### src/rtl/swb_pkg.sv
package swb_pkg;

    typedef enum logic [1:0] {
        ST_IDLE  = 2'd0,
        ST_PREP  = 2'd1,
        ST_AUTO  = 2'd2,
        ST_INTER = 2'd3
    } swb_state_e;

endpackage

### src/rtl/swb_shifter.sv
module swb_shifter #(
    parameter int W = 4
) (
    input  logic         clk,
    input  logic         rst_n,
    input  logic         load_i,
    input  logic         abort_i,
    input  logic [W-1:0] word_i,
    output logic         sclk_o,
    output logic         sdat_o,
    output logic         busy_o,
    output logic         last_o
);
    localparam int BC_W = (W > 1) ? $clog2(W) : 1;
    localparam logic [BC_W-1:0] LAST_BIT = BC_W'(W - 1);

    logic [W-1:0]    sh_d, sh_q;
    logic [BC_W-1:0] cnt_d, cnt_q;
    logic            ph_d, ph_q;
    logic            busy_d, busy_q;

    always_comb begin
        sh_d   = sh_q;
        cnt_d  = cnt_q;
        ph_d   = ph_q;
        busy_d = busy_q;
        if (abort_i) begin
            busy_d = 1'b0;
            ph_d   = 1'b0;
        end else if (load_i) begin
            sh_d   = word_i;
            cnt_d  = '0;
            ph_d   = 1'b0;
            busy_d = 1'b1;
        end else if (busy_q) begin
            if (!ph_q) begin
                ph_d = 1'b1;
            end else begin
                ph_d = 1'b0;
                if (cnt_q == LAST_BIT) begin
                    busy_d = 1'b0;
                end else begin
                    cnt_d = cnt_q + BC_W'(1);
                    sh_d  = sh_q >> 1;
                end
            end
        end
    end

    always_ff @(posedge clk or negedge rst_n) begin
        if (!rst_n) begin
            sh_q   <= '0;
            cnt_q  <= '0;
            ph_q   <= 1'b0;
            busy_q <= 1'b0;
        end else begin
            sh_q   <= sh_d;
            cnt_q  <= cnt_d;
            ph_q   <= ph_d;
            busy_q <= busy_d;
        end
    end

    assign sclk_o = busy_q & ph_q;
    assign sdat_o = busy_q & sh_q[0];
    assign busy_o = busy_q;
    assign last_o = busy_q & ph_q & (cnt_q == LAST_BIT);

endmodule

### src/rtl/swb_addr_gen.sv
module swb_addr_gen #(
    parameter int ADDR_W = 7,
    parameter int SIZE_W = 6
) (
    input  logic              clk,
    input  logic              rst_n,
    input  logic              init_i,
    input  logic              adv_i,
    input  logic [ADDR_W-1:0] base_i,
    input  logic [SIZE_W-1:0] size_i,
    output logic [ADDR_W-1:0] addr_o,
    output logic              more_o
);
    localparam int CNT_W = SIZE_W + 1;

    logic [ADDR_W-1:0] addr_d, addr_q;
    logic [CNT_W-1:0]  rem_d, rem_q;

    always_comb begin
        addr_d = addr_q;
        rem_d  = rem_q;
        if (init_i) begin
            addr_d = base_i;
            rem_d  = {1'b0, size_i} + CNT_W'(1);
        end else if (adv_i) begin
            addr_d = addr_q + ADDR_W'(1);
            rem_d  = rem_q - CNT_W'(1);
        end
    end

    always_ff @(posedge clk or negedge rst_n) begin
        if (!rst_n) begin
            addr_q <= '0;
            rem_q  <= '0;
        end else begin
            addr_q <= addr_d;
            rem_q  <= rem_d;
        end
    end

    assign addr_o = addr_q;
    assign more_o = (rem_q != '0);

endmodule

### src/rtl/swb_tx.sv
module swb_tx
    import swb_pkg::*;
#(
    parameter int WORD_W = 4,
    parameter int SIZE_W = 6,
    parameter int ADDR_W = 7
) (
    input  logic              clk,
    input  logic              rst_n,
    input  logic              en_i,
    input  logic              port_out_i,
    input  logic              auto_wr_i,
    input  logic              auto_val_i,
    input  logic              start_wr_i,
    input  logic              start_val_i,
    input  logic [SIZE_W-1:0] size_i,
    input  logic [ADDR_W-1:0] base_i,
    input  logic              halt_i,
    input  logic              buf_wr_i,
    input  logic [WORD_W-1:0] buf_data_i,
    output logic [ADDR_W-1:0] ram_addr_o,
    input  logic [WORD_W-1:0] ram_data_i,
    output logic [1:0]        swb_pins_o,
    output logic              status_o,
    output logic              empty_irq_o,
    output logic              done_o,
    output logic              auto_o,
    output logic              start_o
);
    typedef struct packed {
        swb_state_e        st;
        logic              auto_m;
        logic              start_m;
        logic [WORD_W-1:0] buf_w;
        logic              buf_full;
        logic              irq;
        logic              status;
        logic              done;
    } ctl_t;

    ctl_t ctl_d, ctl_q;

    logic              active;
    logic              start_eff;
    logic              wr_store, wr_dummy;
    logic              ld, use_buf, abort;
    logic              ag_init, ag_adv, ag_more;
    logic [WORD_W-1:0] ld_word;
    logic              sh_sclk, sh_sdat, sh_busy, sh_last;

    always_comb begin
        active    = en_i & port_out_i;
        start_eff = start_wr_i ? start_val_i : ctl_q.start_m;
        wr_store  = buf_wr_i & ~ctl_q.status;
        wr_dummy  = buf_wr_i & ctl_q.status;

        ctl_d      = ctl_q;
        ctl_d.done = 1'b0;
        ld         = 1'b0;
        use_buf    = 1'b0;
        abort      = 1'b0;
        ag_init    = 1'b0;
        ag_adv     = 1'b0;
        ld_word    = ram_data_i;

        if (auto_wr_i)  ctl_d.auto_m  = auto_val_i;
        if (start_wr_i) ctl_d.start_m = start_val_i;

        unique case (ctl_q.st)
            ST_IDLE: begin
                if (active && !ctl_q.status) begin
                    if (ctl_q.auto_m && halt_i) begin
                        ag_init  = 1'b1;
                        ctl_d.st = ST_PREP;
                    end else if (ctl_q.start_m && !ctl_q.auto_m && ctl_q.buf_full) begin
                        use_buf  = 1'b1;
                        ctl_d.st = ST_INTER;
                    end
                end
            end
            ST_PREP: begin
                if (!active || !ctl_q.auto_m) begin
                    ctl_d.st = ST_IDLE;
                end else begin
                    ld       = 1'b1;
                    ag_adv   = 1'b1;
                    ctl_d.st = ST_AUTO;
                end
            end
            ST_AUTO: begin
                if (!active || !ctl_q.auto_m) begin
                    abort    = 1'b1;
                    ctl_d.st = ST_IDLE;
                end else if (sh_last) begin
                    if (ag_more) begin
                        ld     = 1'b1;
                        ag_adv = 1'b1;
                    end else begin
                        ctl_d.st     = ST_IDLE;
                        ctl_d.status = 1'b1;
                        ctl_d.auto_m = 1'b0;
                        ctl_d.done   = 1'b1;
                    end
                end
            end
            ST_INTER: begin
                if (!active || !start_eff) begin
                    abort    = 1'b1;
                    ctl_d.st = ST_IDLE;
                end else if (sh_last) begin
                    if (ctl_q.buf_full) begin
                        use_buf = 1'b1;
                    end else begin
                        ctl_d.st     = ST_IDLE;
                        ctl_d.status = 1'b1;
                    end
                end
            end
            default: ctl_d.st = ST_IDLE;
        endcase

        if (use_buf) begin
            ld        = 1'b1;
            ld_word   = ctl_q.buf_w;
            ctl_d.irq = 1'b1;
        end
        ctl_d.buf_full = ctl_q.buf_full & ~use_buf;

        if (wr_store) begin
            ctl_d.buf_w    = buf_data_i;
            ctl_d.buf_full = 1'b1;
            ctl_d.irq      = 1'b0;
        end
        if (wr_dummy) begin
            ctl_d.status = 1'b0;
            ctl_d.irq    = 1'b0;
        end
    end

    always_ff @(posedge clk or negedge rst_n) begin
        if (!rst_n) begin
            ctl_q <= '{st: ST_IDLE, default: '0};
        end else begin
            ctl_q <= ctl_d;
        end
    end

    swb_addr_gen #(
        .ADDR_W (ADDR_W),
        .SIZE_W (SIZE_W)
    ) addr_gen_i (
        .clk    (clk),
        .rst_n  (rst_n),
        .init_i (ag_init),
        .adv_i  (ag_adv),
        .base_i (base_i),
        .size_i (size_i),
        .addr_o (ram_addr_o),
        .more_o (ag_more)
    );

    swb_shifter #(
        .W (WORD_W)
    ) shifter_i (
        .clk     (clk),
        .rst_n   (rst_n),
        .load_i  (ld),
        .abort_i (abort),
        .word_i  (ld_word),
        .sclk_o  (sh_sclk),
        .sdat_o  (sh_sdat),
        .busy_o  (sh_busy),
        .last_o  (sh_last)
    );

    assign swb_pins_o  = {sh_sdat & sh_busy, sh_sclk};
    assign status_o    = ctl_q.status;
    assign empty_irq_o = ctl_q.irq;
    assign done_o      = ctl_q.done;
    assign auto_o      = ctl_q.auto_m;
    assign start_o     = ctl_q.start_m;

endmodule

### config.mk
export PLATFORM = sky130hd
export DESIGN_NAME = swb_tx
export DESIGN_NICKNAME = d
export VERILOG_FILES = /design/src/rtl/swb_pkg.sv /design/src/rtl/swb_shifter.sv /design/src/rtl/swb_addr_gen.sv /design/src/rtl/swb_tx.sv
export SDC_FILE = /design/constraint.sdc
export NUM_CORES = 1
export LEC_CHECK = 0
export ABC_AREA = 0
export BUFFER_PORTS_ARGS = -buffer_cell sky130_fd_sc_hd__buf_2
export CORE_MARGIN = 10
export CORE_UTILIZATION = 49
export CTS_BUF_LIST = sky130_fd_sc_hd__clkbuf_4 sky130_fd_sc_hd__clkbuf_8 sky130_fd_sc_hd__clkbuf_16
export DETAILED_ROUTE_END_ITERATION = 8
export PLACE_DENSITY = 0.86
export SLEW_MARGIN = 20
export SYNTH_ARGS = -nofsm -noshare
export SYNTH_HDL_FRONTEND = slang
export SYNTH_SLANG_ARGS = --single-unit
### constraint.sdc
create_clock -name clk -period 2.25 [get_ports clk]
set_input_delay 0.3375 -clock clk [delete_from_list [all_inputs] [get_ports clk]]
set_output_delay 0.3375 -clock clk [all_outputs]
set_load 0.005 [all_outputs]
==> impl_metrics.py <==
metrics = {
    "outcome": {
        "outcome": "finished clean",
    },
    "logic_synthesis": {
        "synthArstFlopShare_pct": 100,
        "syn_area_sq_mm": 0.00208,
        "ys.flop_type": "dfrtp_1",
        "synthCells": 205,
        "synth_edf_count": 0,
        "synth.distinct_cells": 47,
        "syn_nets": 245,
        "avgSynthCellArea_sq_um": 10.2,
        "yosysTopAreaCell": "dfrtp_1",
        "synthTopCellsByArea": "dfrtp_1 (41%), ha_1 (5.4%), mux2i_1 (5.3%)",
        "ys_seq_elements": 34,
        "ys_seq_area_share_pct": 40.8,
        "synth_top_area_share_pct": 40.8,
        "yosysWarnings": 0,
    },
    "critical_path": {
        "critPathLaunchType": "flop",
        "crit_fanout": 10,
        "worstPathRequired_ps": 2420,
        "end_kind": "flop",
        "critPathKind": "reg -> reg",
        "worstPathArrival_ps": 2400,
    },
    "grt": {
        "grt_start_max_net_pins": 35,
        "grt_use_total_pct": 13.6,
        "grt_pass1_vias": 1758,
        "antenna_found_initial": 0,
        "grt_pass1_wl_microns": 8210,
        "overflow": 0,
    },
    "detailed_routing": {
        "drtIter0Drc": 124,
        "post_drt_via_cell_ratio": 5.45,
        "vias": 1729,
        "drc_errors": 0,
        "ant_nets": 0,
        "post_drt_wl_per_cell_microns": 15.7,
        "routed_wirelength_microns": 4990,
        "dr.pass1.iters": 4,
    },
    "clock_tree": {
        "cts_tree": "built",
        "cts_inserted_buffers": 5,
        "clock-sinks": 34,
        "cts_max_path_buffers": 2,
        "h-tree-depth": 2,
        "cts.reportedPaths.clkPinSlew_ps": 70,
        "cts_root_buffer": "clkbuf_8",
        "postCtsHoldBufs": 0,
        "clkLatencyLatePin_ps": 290,
    },
    "cells_and_area": {
        "final_nets": 306,
        "n_antenna_cell": 0,
        "multi_input_area_sq_mm": 0.00115,
        "register_area_sq_um": 851,
        "final_util_pct": 63.5,
        "area_delta_synth_final_pct": 23.6,
        "fin_cells": 317,
        "fillers": 318,
        "final_layout_size_suffix_gt1_share_pct": 37.5,
    },
    "die": {
        "ios": 45,
        "rows": 23,
        "die_x_microns": 85.2,
        "die_area_sq_mm": 0.00726,
        "initial_core_util_pct": 51.3,
        "die_h_microns": 85.2,
        "core_area_sq_mm": 0.00406,
    },
    "timing": {
        "post-route-period-util_pct": 99.0,
        "setup_violations": 0,
        "setup_ws_ps": 22.3,
        "finalHoldViolCount": 0,
        "finalClockSkew_ps": 7.58,
        "fin_crit_ps": 2230,
        "fmax_mhz": 449,
        "fin_tns_setup_ps": 0,
        "worst_pin_slew_ps": 759,
        "slew_violations": 0,
        "slew_headroom_pct": 49.4,
    },
    "power": {
        "p_leak_uw": 0.00122,
        "power_density_mw_per_mm2": 1010,
        "finalPower_uw": 2610,
        "irDropWorstVdd_mv": 0.491,
    },
    "run": {
        "max_cap_viol_count": 0,
    },
    "min_path": {
        "hold_path.class": "in -> async",
    },
    "placement": {
        "port_buffers": 44,
        "place_ws_ps": 45.3,
        "globalplace.congestion": 0.875,
        "place_inst": 304,
        "hpwlAfterDp_microns": 3800,
    },
}
cell usage after synthesis (2+ instances only):
cell type and count:
dfrtp_1 34, inv_1 16, nor2_1 13, o21ai_0 12, a21oi_1 11, mux2i_1 11
xor2_1 10, ha_1 9, nand2_1 9, mux2_2 6, xnor2_1 6, and3_1 5
nand3_1 5, a31oi_1 4, nor3_1 4, a211oi_1 3, a31o_2 3, clkbuf_1 3
nand4_1 3, o2111ai_1 3, a21o_1 2, and2_2 2, and3_2 2, buf_6 2
mux2_4 2, o211ai_1 2, o22ai_1 2, or3_1 2
worst paths after layout:
path / startpoint / to / slack (ps) / cells after the start
max: ctl_q[10] / shifter_i.cnt_q[1] / 20 / 8
min: rst_n / ctl_q[11] / 120 / 1
max reg2reg: ctl_q[10] / shifter_i.cnt_q[1] / 20 / 8
min reg2reg: empty_irq_o / empty_irq_o / 510 / 2
max in group asynchronous: rst_n / addr_gen_i.addr_o[6] / 1650 / 1
min in group clk: buf_wr_i / empty_irq_o / 230 / 2
placed cells by master, fill, tap and decap left out, drive strengths merged, types with 3 or more instances in the layout:
master and n:
buf 62, dfrtp 34, inv 16, nor2 14, o21ai 12, mux2i 11, a21oi 11, xor2 10
nand2 9, ha 9, mux2 8, and3 8, clkbuf 7, xnor2 6, nand3 6, a31oi 5
nor3 4, nand4 3, a211oi 3, a31o 3, o2111ai 3
per-layer routing:
metal  track usage [%]  share of wire [%]  up-vias  wire length, microns
met5                 0                  0        -                     0
met2              24.1                 52       43                  2600
met1              14.9                 42      824                  2080
li1                  -                  -      855                     -
met4              4.94                1.5        0                    76
met3              4.30                4.5        7                   224
sequential cells by signal (all words and copies together), names as in the netlist:
| name | flops |
|---|---|
| addr_gen_i.addr_o | 7 |
| addr_gen_i.rem_q | 7 |
| auto_o | 1 |
| ctl_q | 7 |
| done_o | 1 |
| empty_irq_o | 1 |
| shifter_i.busy_o | 1 |
| shifter_i.cnt_q | 2 |
| shifter_i.ph_q | 1 |
| shifter_i.sh_q | 4 |
| start_o | 1 |
| status_o | 1 |
critical path: stages, from the launching register on:
cell	delay, ps
dfrtp_1	430
buf_4	150
ha_2	200
nand2_1	80
or4_4	440
a21o_1	210
buf_4	180
and3_4	180
mux2_4	240
final cells by class:
cell class                      count  area share [%]
Clock buffer                        7            3.50
Clock inverter                      1           0.194
Multi-Input combinational cell    147            44.7
Inverter                           16            2.33
Tap cell                           50            2.43
Timing Repair Buffer               62            13.8
Sequential cell                    34            33.0
timing repair:
action | 4_1_cts | 5_1_grt
setup endpoints to repair | 1 | 7
pin swaps | 0 | 6
gates cloned | 0 | 0
buffers inserted | 0 | 5
gates resized for setup | 1 | 8
where the power goes:
part | internal [uW] | leakage, uW | switching [uW]
clock network | 259 | 0.0000517 | 222
logic | 576 | 0.000763 | 529
registers | 824 | 0.000405 | 204
cells by family after synthesis:
logic type      count (synthesis)  synth area share (%)
compound gates                 47                  16.0
xor+xnor                       16                  6.73
fa+ha+maj                       9                  5.41
buf+inv                        24                  5.71
flops                          34                  40.8
mux                            19                  9.97
simple gates                   56                  15.4
per-stage QoR:
stage,hold WS (ps),instance area (sq um)
after floorplan,41.9,2080
after global placement,445,2400
after detailed placement,451,2400
after CTS,136,2510
after global routing,175,2570
final,116,2570
Power figures use the tool's default switching activity.
